## config.mk

```make
export PLATFORM = sky130hd
export DESIGN_NAME = apc_page_ctrl
export DESIGN_NICKNAME = d
export VERILOG_FILES = /design/src/rtl/apc_pkg.sv /design/src/rtl/apc_bank.sv /design/src/rtl/apc_idle_arb.sv /design/src/rtl/apc_cmd_gen.sv /design/src/rtl/apc_page_ctrl.sv
export SDC_FILE = /design/constraint.sdc
export NUM_CORES = 1
export LEC_CHECK = 0
export BUFFER_PORTS_ARGS = -buffer_cell sky130_fd_sc_hd__buf_2
export CAP_MARGIN = 10
export CORE_UTILIZATION = 60
export DETAILED_ROUTE_END_ITERATION = 7
export GPL_TIMING_DRIVEN = 0
export PLACE_DENSITY = 0.79
export SLEW_MARGIN = 40
export SYNTH_ARGS = -nofsm -noshare
export SYNTH_HDL_FRONTEND = slang
export SYNTH_HIERARCHICAL = 1
export SYNTH_SLANG_ARGS = --single-unit
```

## constraint.sdc

```tcl
create_clock -name clk -period 2.9 [get_ports clk]
set_input_delay 0.435 -clock clk [delete_from_list [all_inputs] [get_ports clk]]
set_output_delay 0.435 -clock clk [all_outputs]
set_load 0.1 [all_outputs]
```

## src/rtl/apc_pkg.sv

```systemverilog
package apc_pkg;
    typedef enum logic [1:0] {
        CLS_HIT      = 2'd0,
        CLS_IDLE     = 2'd1,
        CLS_CONFLICT = 2'd2
    } apc_class_e;
endpackage

```

## src/rtl/apc_bank.sv

```systemverilog
module apc_bank #(
    parameter int ROW_W   = 12,
    parameter int WIN_LEN = 16,
    parameter int TIMER_W = 8,
    localparam int WIN_W  = $clog2(WIN_LEN),
    localparam int HIT_W  = $clog2(WIN_LEN + 1)
) (
    input  logic               clk,
    input  logic               rst_n,
    input  logic               acc_i,
    input  logic [ROW_W-1:0]   acc_row_i,
    input  logic               acc_close_i,
    input  logic               idle_close_i,
    input  logic [HIT_W-1:0]   cfg_thresh_i,
    input  logic [TIMER_W-1:0] cfg_limit_i,
    output logic               open_o,
    output logic [ROW_W-1:0]   row_o,
    output logic               closed_mode_o,
    output logic               expired_o
);
    localparam logic [WIN_W-1:0] WIN_LAST = WIN_W'(WIN_LEN - 1);

    typedef struct packed {
        logic               open;
        logic [ROW_W-1:0]   row;
        logic [TIMER_W-1:0] timer;
        logic               last_valid;
        logic [ROW_W-1:0]   last_row;
        logic [WIN_W-1:0]   win;
        logic [HIT_W-1:0]   hits;
        logic               closed_mode;
    } bank_st_t;

    bank_st_t st_d, st_q;
    logic     would_hit;
    logic [HIT_W-1:0] hits_now;

    always_comb begin
        st_d      = st_q;
        would_hit = st_q.last_valid && (st_q.last_row == acc_row_i);
        hits_now  = st_q.hits + HIT_W'(would_hit);
        if (acc_i) begin
            st_d.last_valid = 1'b1;
            st_d.last_row   = acc_row_i;
            st_d.open       = !acc_close_i;
            st_d.row        = acc_row_i;
            st_d.timer      = '0;
            if (st_q.win == WIN_LAST) begin
                st_d.closed_mode = (hits_now < cfg_thresh_i);
                st_d.win         = '0;
                st_d.hits        = '0;
            end else begin
                st_d.win  = st_q.win + 1'b1;
                st_d.hits = hits_now;
            end
        end else if (idle_close_i) begin
            st_d.open  = 1'b0;
            st_d.timer = '0;
        end else if (st_q.open && (st_q.timer != '1)) begin
            st_d.timer = st_q.timer + 1'b1;
        end
    end

    always_ff @(posedge clk) begin
        if (!rst_n) st_q <= '0;
        else        st_q <= st_d;
    end

    assign open_o        = st_q.open;
    assign row_o         = st_q.row;
    assign closed_mode_o = st_q.closed_mode;
    assign expired_o     = st_q.open && (st_q.timer >= cfg_limit_i);

    AST_CLOSE_AFTER_AUTOPRE: assert property (@(posedge clk) disable iff (!rst_n)
        acc_i && acc_close_i |=> !open_o);
    AST_TIMER_CLEARED: assert property (@(posedge clk) disable iff (!rst_n)
        acc_i && !acc_close_i |=> open_o && (st_q.timer == '0));
    AST_MODE_ONLY_AT_WINDOW_END: assert property (@(posedge clk) disable iff (!rst_n)
        !(acc_i && (st_q.win == WIN_LAST)) |=> $stable(closed_mode_o));
endmodule

```

## src/rtl/apc_idle_arb.sv

```systemverilog
module apc_idle_arb #(
    parameter int NUM_BANKS = 4,
    localparam int BANK_W   = $clog2(NUM_BANKS)
) (
    input  logic [NUM_BANKS-1:0] req_i,
    output logic [NUM_BANKS-1:0] grant_o,
    output logic [BANK_W-1:0]    idx_o,
    output logic                 any_o
);
    always_comb begin
        grant_o = '0;
        idx_o   = '0;
        any_o   = 1'b0;
        for (int i = 0; i < NUM_BANKS; i++) begin
            if (req_i[i] && !any_o) begin
                grant_o[i] = 1'b1;
                idx_o      = BANK_W'(i);
                any_o      = 1'b1;
            end
        end
    end
endmodule

```

## src/rtl/apc_cmd_gen.sv

```systemverilog
module apc_cmd_gen #(
    parameter int LAT_W = 6,
    parameter int T_RP  = 4,
    parameter int T_RCD = 4,
    parameter int T_CAS = 3
) (
    input  apc_pkg::apc_class_e cls_i,
    output logic                pre_o,
    output logic                act_o,
    output logic [LAT_W-1:0]    lat_o
);
    import apc_pkg::*;
    localparam logic [LAT_W-1:0] LAT_HIT  = LAT_W'(T_CAS);
    localparam logic [LAT_W-1:0] LAT_IDLE = LAT_W'(T_RCD + T_CAS);
    localparam logic [LAT_W-1:0] LAT_CONF = LAT_W'(T_RP + T_RCD + T_CAS);

    always_comb begin
        unique case (cls_i)
            CLS_HIT:      begin pre_o = 1'b0; act_o = 1'b0; lat_o = LAT_HIT;  end
            CLS_IDLE:     begin pre_o = 1'b0; act_o = 1'b1; lat_o = LAT_IDLE; end
            default:      begin pre_o = 1'b1; act_o = 1'b1; lat_o = LAT_CONF; end
        endcase
    end
endmodule

```

## src/rtl/apc_page_ctrl.sv

```systemverilog
module apc_page_ctrl #(
    parameter int NUM_BANKS = 4,
    parameter int ROW_W     = 12,
    parameter int WIN_LEN   = 16,
    parameter int TIMER_W   = 8,
    parameter int LAT_W     = 6,
    parameter int T_RP      = 4,
    parameter int T_RCD     = 4,
    parameter int T_CAS     = 3,
    localparam int BANK_W   = $clog2(NUM_BANKS),
    localparam int HIT_W    = $clog2(WIN_LEN + 1)
) (
    input  logic                 clk,
    input  logic                 rst_n,
    input  logic                 req_valid,
    input  logic [BANK_W-1:0]    req_bank,
    input  logic [ROW_W-1:0]     req_row,
    input  logic                 req_write,
    input  logic                 req_next_new_row,
    input  logic [HIT_W-1:0]     cfg_hit_thresh,
    input  logic [TIMER_W-1:0]   cfg_idle_limit,
    output logic                 rsp_valid,
    output logic [BANK_W-1:0]    rsp_bank,
    output logic                 rsp_write,
    output logic                 rsp_pre,
    output logic                 rsp_act,
    output logic                 rsp_col,
    output logic                 rsp_auto_pre,
    output logic [1:0]           rsp_class,
    output logic [LAT_W-1:0]     rsp_latency,
    output logic                 idle_pre_valid,
    output logic [BANK_W-1:0]    idle_pre_bank,
    output logic [NUM_BANKS-1:0] bank_closed_mode
);
    import apc_pkg::*;

    typedef struct packed {
        logic              valid;
        logic [BANK_W-1:0] bank;
        logic              write;
        logic              pre;
        logic              act;
        logic              auto_pre;
        apc_class_e        cls;
        logic [LAT_W-1:0]  lat;
        logic              idle_valid;
        logic [BANK_W-1:0] idle_bank;
    } out_t;

    out_t out_d, out_q;

    logic [NUM_BANKS-1:0] bank_open, bank_exp, acc_vec, idle_grant, idle_req;
    logic [ROW_W-1:0]     bank_row [NUM_BANKS];
    logic [BANK_W-1:0]    idle_idx;
    logic                 idle_any;
    logic                 acc_close;
    apc_class_e           cls;
    logic                 cmd_pre, cmd_act;
    logic [LAT_W-1:0]     cmd_lat;

    // request classification against the addressed bank
    always_comb begin
        if (!bank_open[req_bank])                 cls = CLS_IDLE;
        else if (bank_row[req_bank] == req_row)   cls = CLS_HIT;
        else                                      cls = CLS_CONFLICT;
        acc_close = bank_closed_mode[req_bank] | req_next_new_row;
        acc_vec   = req_valid ? ({{(NUM_BANKS-1){1'b0}}, 1'b1} << req_bank) : '0;
        idle_req  = req_valid ? '0 : bank_exp;
    end

    for (genvar b = 0; b < NUM_BANKS; b++) begin : g_bank
        apc_bank #(
            .ROW_W  (ROW_W),
            .WIN_LEN(WIN_LEN),
            .TIMER_W(TIMER_W)
        ) u_bank (
            .clk          (clk),
            .rst_n        (rst_n),
            .acc_i        (acc_vec[b]),
            .acc_row_i    (req_row),
            .acc_close_i  (acc_close),
            .idle_close_i (idle_grant[b]),
            .cfg_thresh_i (cfg_hit_thresh),
            .cfg_limit_i  (cfg_idle_limit),
            .open_o       (bank_open[b]),
            .row_o        (bank_row[b]),
            .closed_mode_o(bank_closed_mode[b]),
            .expired_o    (bank_exp[b])
        );
    end

    apc_idle_arb #(.NUM_BANKS(NUM_BANKS)) u_idle_arb (
        .req_i  (idle_req),
        .grant_o(idle_grant),
        .idx_o  (idle_idx),
        .any_o  (idle_any)
    );

    apc_cmd_gen #(
        .LAT_W(LAT_W), .T_RP(T_RP), .T_RCD(T_RCD), .T_CAS(T_CAS)
    ) u_cmd_gen (
        .cls_i(cls),
        .pre_o(cmd_pre),
        .act_o(cmd_act),
        .lat_o(cmd_lat)
    );

    always_comb begin
        out_d            = out_q;
        out_d.valid      = req_valid;
        out_d.idle_valid = idle_any;
        out_d.idle_bank  = idle_idx;
        if (req_valid) begin
            out_d.bank     = req_bank;
            out_d.write    = req_write;
            out_d.pre      = cmd_pre;
            out_d.act      = cmd_act;
            out_d.auto_pre = acc_close;
            out_d.cls      = cls;
            out_d.lat      = cmd_lat;
        end
    end

    always_ff @(posedge clk) begin
        if (!rst_n) out_q <= '0;
        else        out_q <= out_d;
    end

    assign rsp_valid      = out_q.valid;
    assign rsp_bank       = out_q.bank;
    assign rsp_write      = out_q.write;
    assign rsp_pre        = out_q.pre;
    assign rsp_act        = out_q.act;
    assign rsp_col        = out_q.valid;
    assign rsp_auto_pre   = out_q.auto_pre;
    assign rsp_class      = out_q.cls;
    assign rsp_latency    = out_q.lat;
    assign idle_pre_valid = out_q.idle_valid;
    assign idle_pre_bank  = out_q.idle_bank;

    AST_RSP_AFTER_REQ: assert property (@(posedge clk) disable iff (!rst_n)
        req_valid |=> rsp_valid);
    AST_NO_RSP_WITHOUT_REQ: assert property (@(posedge clk) disable iff (!rst_n)
        !req_valid |=> !rsp_valid);
    AST_HIT_CLASS: assert property (@(posedge clk) disable iff (!rst_n)
        req_valid && bank_open[req_bank] && (bank_row[req_bank] == req_row)
        |=> rsp_class == 2'd0);
    AST_IDLE_PRE_QUIET: assert property (@(posedge clk) disable iff (!rst_n)
        idle_pre_valid |-> $past(!req_valid));
    AST_IDLE_PRE_CLOSES: assert property (@(posedge clk) disable iff (!rst_n)
        idle_pre_valid |-> !bank_open[idle_pre_bank]);
endmodule

```

==> impl_metrics.csv, run 1 <==
group,metric,value,unit
run_status,status,"complete, but fails checks",
run_status,violations,"DRC",
sta,rsz0062_at_grt,"false",
layout,area_growth,13.3,%
placement,placed_area,9600,um2
clock_tree,clock_sinks,146,
clock_tree,cts_inserted_buffers,17,
drt,drt_first_iter_violations,416,
sta,slew_violations,0,
yosys,synth_top_area_share,32.1,%
critical_path,cp_max_fo,4,
drt,drtAntennaViolNets,0,
layout,drive_above_1_share,18.6,%
critical_path,crit_end,"g_bank[1].u_bank/closed_mode_o",
layout,finalNonFillerCells,1213,
hold_path,hold_path.startpoint,"req_write",
floorplan,die_w,125,um
yosys,synth_area_leaders,"dfxtp_1 (32%), ha_1 (8.8%), mux2i_1 (7.7%)",
critical_path,endpoint_kind,"register",
critical_path,rr_startpoint,"g_bank[1].u_bank/st_q[12]",
yosys,synth-seq-area-share,32.1,%
placement,place_inst,1179,
sta,worstMarginPinSlew,0.750,ns
drt,firstDrtPassIters,6,
floorplan,die_h,125,um
sta,min_period,2.74,ns
floorplan,core_area,14600,um2
grt,track_usage,27.4,%
sta,setup_tns,0,ns
critical_path,start_kind,"register",
job,timing.max_cap.violations,0,
placement,gp_congestion,0.859,
hold_path,hp-class,"in2reg",
yosys,synth-edff-count,0,
drt,via_per_inst,5.83,
placement,hpwlAfterDp,15200,um
drt,vias,7068,
layout,fin_area,10300,um2
layout,final_nets,1112,
floorplan,die_area,15700,um2
critical_path,rr_worst_depth,11,
grt,grt_pass1_vias,6765,
power_and_ir_drop,powerDensity,499,nW/um2
placement,io_buffers,51,
yosys,netlist_area,9100,um2
layout,diodes,0,
sta,hold_viol_final,0,
clock_tree,clk_pin_slew,0.06,ns
sta,fmax,366,MHz
drt,wirelength,20900,um
yosys,ys_seq_elements,146,
grt,antenna_found_initial,0,
grt,grt_max_degree,26,
clock_tree,cts_root_buffer,"clkbuf_16",
yosys,synth_top_area_cell,"dfxtp_1",
clock_tree,cts_tree,"yes",
sta,setup_viol,0,
floorplan,rows,44,
yosys,synth_most_common_cell,"dfxtp_1",
critical_path,crit_required,3.22,ns
yosys,yosysWarnings,6,
drt,avgRoutedWirePerCell,17.3,um
yosys,syn_area_per_cell,9.66,um2
yosys,synthCells,942,
clock_tree,worstSkewPairLatency,0.43,ns
power_and_ir_drop,leakage,4.48,nW
sta,fin_crit_sh,94.3,%
grt,gr-total-overflow,0,
critical_path,arrival,3.05,ns
critical_path,r2r_slack,0.16,ns
sta,clock_skew,0.00588,ns
yosys,ys_top_cells_by_count,"dfxtp_1 (146), nor2b_1 (75), xnor2_1 (72)",
critical_path,critPathLaunch,"g_bank[1].u_bank/st_q[12]",
critical_path,setup.worst_path.class,"reg2reg",
clock_tree,clk_path_buf_depth,2,
power_and_ir_drop,ir_drop,0.415,mV
sta,max_slew_margin,50.0,%
clock_tree,h-tree-depth,4,
yosys,yosysUniqueCellTypes,63,
critical_path,reg2reg_to,"g_bank[1].u_bank/closed_mode_o",
grt,grt_first_pass_wirelength,33800,um
floorplan,initial_core_util,62.2,%
yosys,synth_top_flop_cell,"dfxtp_1",
floorplan,pin_count,55,
drt,drc,10,
power_and_ir_drop,power,5.14,mW
yosys,synthArstFlopShare,0,%
[cells in the final DEF (no fill, tap or decap), types with 5 or more instances in the layout]
cell | synthesis | final
a211oi_1 | 15 | 15
a21boi_0 | 6 | 6
a21o_1 | 8 | 8
a21oi_1 | 19 | 19
a22o_1 | 16 | 16
a311oi_1 | 6 | 6
a31oi_1 | 16 | 16
a41oi_1 | 6 | 6
and2_1 | 14 | 14
and3_1 | 5 | 5
and4_1 | 6 | 6
buf_2 | 10 | 61
buf_4 | 59 | 61
buf_6 | 7 | 7
bufinv_16 | 0 | 5
clkbuf_1 | 12 | 12
clkbuf_16 | 0 | 17
dfxtp_1 | 146 | 146
ha_1 | 64 | 64
inv_1 | 52 | 52
mux2i_1 | 70 | 70
mux4_1 | 11 | 11
nand2_1 | 42 | 42
nand2b_1 | 16 | 16
nand3_1 | 20 | 20
nand4_1 | 27 | 27
nor2_1 | 20 | 20
nor2b_1 | 75 | 73
nor3_1 | 10 | 9
nor3b_1 | 5 | 5
o211a_1 | 6 | 6
o21a_1 | 8 | 8
o21ai_0 | 16 | 16
xnor2_1 | 72 | 71
[what timing repair did]
action,in CTS,in global routing
pin swaps,0,2
buffers inserted,0,2
resized for setup,1,7
endpoints found under the setup margin,1,12
hold buffers,0,0
[state kept, by name, summed over array words and instances (netlist names)]
register / flops
rsp_latency: 6
rsp_pre: 1
g_bank.u_bank/st_q: 120
rsp_class: 2
idle_pre_valid: 1
idle_pre_bank: 2
rsp_auto_pre: 1
g_bank.u_bank/closed_mode_o: 4
rsp_bank: 2
rsp_col: 1
g_bank.u_bank/open_o: 4
rsp_act: 1
rsp_write: 1
[worst min path at each step]
stage | to | cells after the start
finish | rsp_write | 3
global route | rsp_write | 3
CTS | rsp_write | 3
detailed placement | g_bank[3].u_bank/st_q[22] | 1
global placement | g_bank[0].u_bank/st_q[22] | 1
floorplan | g_bank[0].u_bank/st_q[22] | 1
[final cells by class]
class | count | area, um2
tap | 184 | 230
clock buffer | 17 | 425
fill | 1123 | 4340
buffer | 92 | 643
clock inverter | 15 | 228
inverter | 52 | 195
multi-input combinational | 654 | 5390
timing repair buffer | 53 | 270
sequential | 146 | 2920
[where the power goes]
part           switching [mW]  internal, mW  total, mW
registers              0.0386          2.05       2.09
clock network           0.923          1.54       2.46
logic                   0.354         0.235      0.590
[kinds of logic after synthesis]
group / Yosys count / synth area share [%]
multiplexers: 88 / 12.1
adder cells (fa/ha/maj): 64 / 8.80
XOR/XNOR: 76 / 7.31
other: 2 / 0.0825
AO/OA/AOI/OAI: 147 / 12.2
buffers and inverters: 144 / 9.21
flip-flops: 146 / 32.1
AND/OR/NAND/NOR: 275 / 18.2
[layer usage]
layer  vias to the layer above  routed length, um  global-route usage [%]
met5                         -                  0                       0
li1                       3474                  -                       -
met4                         0                356                    10.4
met2                       177               9490                    43.4
met3                        29               1020                    4.62
met1                      3388              10100                    37.3
[critical path, cell delays in order, from the launching register on]
cell	delay [ns]
dfxtp_1	0.33
xnor2_1	0.19
nand3_1	0.17
nor4_4	0.39
ha_1	0.23
ha_1	0.23
nand3_1	0.14
xnor2_2	0.17
ha_1	0.30
a21oi_1	0.08
mux2_2	0.27
o311a_1	0.12
[stage by stage]
stage / hold WS, ns / worst slack, ns / utilization, %
3_3_place_gp: 0.438 / -0.266 / 65.5
5_1_grt: 0.300 / 0.0125 / 70.4
3_5_place_dp: 0.446 / -0.304 / 65.5
2_1_floorplan: 0.428 / 0.483 / -
6_report: 0.269 / 0.165 / 70.4
4_1_cts: 0.264 / 0.140 / 70.0
Power figures use the tool's default switching activity.
==> run 2: changes to the inputs <==
--- a/config.mk
+++ b/config.mk
@@ -7,10 +7,12 @@
 export LEC_CHECK = 0
 export BUFFER_PORTS_ARGS = -buffer_cell sky130_fd_sc_hd__buf_2
 export CAP_MARGIN = 10
-export CORE_UTILIZATION = 60
+export CORE_ASPECT_RATIO = 0.9
+export CORE_UTILIZATION = 56
+export CTS_BUF_LIST = sky130_fd_sc_hd__clkbuf_4 sky130_fd_sc_hd__clkbuf_8 sky130_fd_sc_hd__clkbuf_16
 export DETAILED_ROUTE_END_ITERATION = 7
 export GPL_TIMING_DRIVEN = 0
-export PLACE_DENSITY = 0.79
+export PLACE_DENSITY = 0.77
 export SLEW_MARGIN = 40
 export SYNTH_ARGS = -nofsm -noshare
 export SYNTH_HDL_FRONTEND = slang
==> constraint.sdc (replaced) <==
create_clock -name clk -period 2.35 [get_ports clk]
set_input_delay 0.3525 -clock clk [delete_from_list [all_inputs] [get_ports clk]]
set_output_delay 0.3525 -clock clk [all_outputs]
set_load 0.1 [all_outputs]
==> run 2 against run 1 <==
Compared with the run above: the flow finishes with violations (setup timing); via count rose by 4.9%; first-iteration DRC count up 57%; sequential share of layout area decreased by 1.6 points; combinational power up 37%; final area increased by 9.4%; global-route usage is 0.12 points higher; maximum frequency increased by 9.1%; utilization is 1.6 points higher; hold slack worse by 0.093 ns; setup slack got worse by 0.32 ns; wire length grew 12%; non-clock buffer count increased by 30; highest routed layer unchanged.
==> impl_metrics.csv, run 2 (synthesized netlist as in run 1, its figures left out) <==
group,metric,value,unit
run_status,status,"complete, but fails checks",
run_status,violations,"setup timing",
layout,top_register,"g_bank.u_bank/st_q",
drt,drc,0,
critical_path,crit_family,"adder cells",
clock_tree,worstSkewPairLatency,0.43,ns
grt,antenna_found_initial,2,
clock_tree,clk_pin_slew,0.06,ns
critical_path,arrival,2.83,ns
drt,wl_met3,1560,um
critical_path,start_kind,"register",
layout,final_nets,1142,
sta,rsz0062_at_grt,"true",
critical_path,slowest_delay,0.33,ns
placement,placed_area,9620,um2
critical_path,crit_required,2.67,ns
layout,seqCellArea,3020,um2
power_and_ir_drop,ir_drop,0.610,mV
grt,grt_pass1_vias,6922,
layout,multi_input_area,5990,um2
floorplan,die_w,136,um
critical_path,setup.worst_path.class,"reg2reg",
critical_path,endpoint_kind,"register",
drt,met2_wirelength,10900,um
critical_path,critPathSlowestCell,"dfxtp_2",
placement,hpwlAfterDp,15100,um
grt,grt_first_pass_wirelength,35100,um
sta,hold_viol_final,0,
power_and_ir_drop,powerDensity,564,nW/um2
sta,whs,0.176,ns
sta,worst_slack,-0.157,ns
sta,fmax,399,MHz
sta,min_period,2.51,ns
placement,io_buffers,51,
power_and_ir_drop,leakage,4.77,nW
drt,vias,7414,
layout,fin_area,11300,um2
job,timing.max_cap.violations,0,
layout,final_common_cell,"buf_4",
drt,top_layer_used,"met4",
sta,setup_tns,-1.14,ns
layout,layout_common_cells,"buf_4 (86), dfxtp_1 (85), nor2b_1 (71), mux2i_1 (70), buf_2 (59)",
sta,slew_violations,0,
drt,drtAntennaViolNets,0,
layout,nFillCells,1051,
floorplan,die_h,123,um
grt,track_usage,27.5,%
placement,dp_slack,-0.643,ns
sta,setup_viol,13,
critical_path,cp.buffers_inverters,0,
critical_path,cp_max_fo,3,
floorplan,core_area,15700,um2
drt,wirelength,23500,um
clock_tree,cts_root_buffer,"clkbuf_16",
floorplan,initial_core_util,58.1,%
drt,firstDrtPassIters,5,
placement,gp_congestion,0.840,
clock_tree,cts_tree,"yes",
clock_tree,h-tree-depth,4,
sta,max_slew_margin,44.2,%
clock_tree,clock_sinks,146,
drt,drt_first_iter_violations,652,
sta,clock_skew,0.00891,ns
floorplan,pin_count,55,
power_and_ir_drop,power,6.36,mW
drt,wl_met1,10700,um
drt,via_per_inst,5.87,
placement,place_inst,1197,
layout,drive_above_1_share,34.2,%
layout,final_util,72.0,%
sta,fin_crit_sh,107,%
grt,gr-total-overflow,0,
sta,worstMarginPinSlew,0.838,ns
drt,avgRoutedWirePerCell,18.6,um
critical_path,crit_path_cell_trace,"xnor2_1 > nand4_1 > nor4_4 > ha_2 > ha_4 > nand3_2 > xnor2_2 > ha_1 > a21oi_2 > mux2_2 > o311a_1",
grt,grt_max_degree,26,
floorplan,die_area,16800,um2
layout,area_growth,23.9,%
clock_tree,cts_inserted_buffers,17,
hold_path,hp-class,"in2reg",
layout,finalNonFillerCells,1262,
layout,largest_reg_flops,120,
clock_tree,clk_path_buf_depth,2,
floorplan,rows,43,
-- run 2: what timing repair did --
item / in CTS / in global routing
hold buffers: 0 / 0
gates resized for setup: 118 / 84
pin swaps: 58 / 46
setup endpoints to repair: 40 / 37
setup buffers: 20 / 15
-- run 2: path summary, 6_finish.rpt --
kind | start | endpoint | slack (ns) | cells past startpoint
worst min-delay path | req_write | rsp_write | 0.18 | 3
worst max register to register | g_bank[1].u_bank/st_q[10] | g_bank[1].u_bank/closed_mode_o | -0.16 | 11
worst min register to register | g_bank[1].u_bank/st_q[22] | g_bank[1].u_bank/st_q[22] | 0.46 | 1
worst max-delay path | g_bank[1].u_bank/st_q[10] | g_bank[1].u_bank/closed_mode_o | -0.16 | 11
-- run 2: layer usage --
metal  global-route usage, %  up-vias
met4                    8.13        0
met5                       0        -
met2                    43.9      257
li1                        -     3549
met1                    36.9     3564
met3                    6.36       44
-- run 2: where the power goes --
| group | leakage, nW | total [mW] | switching (mW) | internal [mW] |
|---|---|---|---|---|
| combinational | 3.24 | 0.811 | 0.480 | 0.331 |
| sequential | 1.22 | 2.58 | 0.0517 | 2.53 |
| clock | 0.320 | 2.97 | 1.06 | 1.91 |
| total | 4.77 | 6.36 | 1.60 | 4.77 |
-- run 2: area by class of cell --
cell class,instances,share of cell area (%)
Inverter,52,1.73
Tap cell,202,2.24
Timing Repair Buffer,86,4.79
Multi-Input combinational cell,654,53.1
Antenna cell,1,0.0222
Clock buffer,23,4.39
Buffer,89,5.59
Sequential cell,146,26.8
Clock inverter,9,1.34
-- run 2: tightest hold or removal path, stage by stage --
cell,delay (ns)
buf_2,0.07
mux2i_1,0.06
nor2_1,0.08
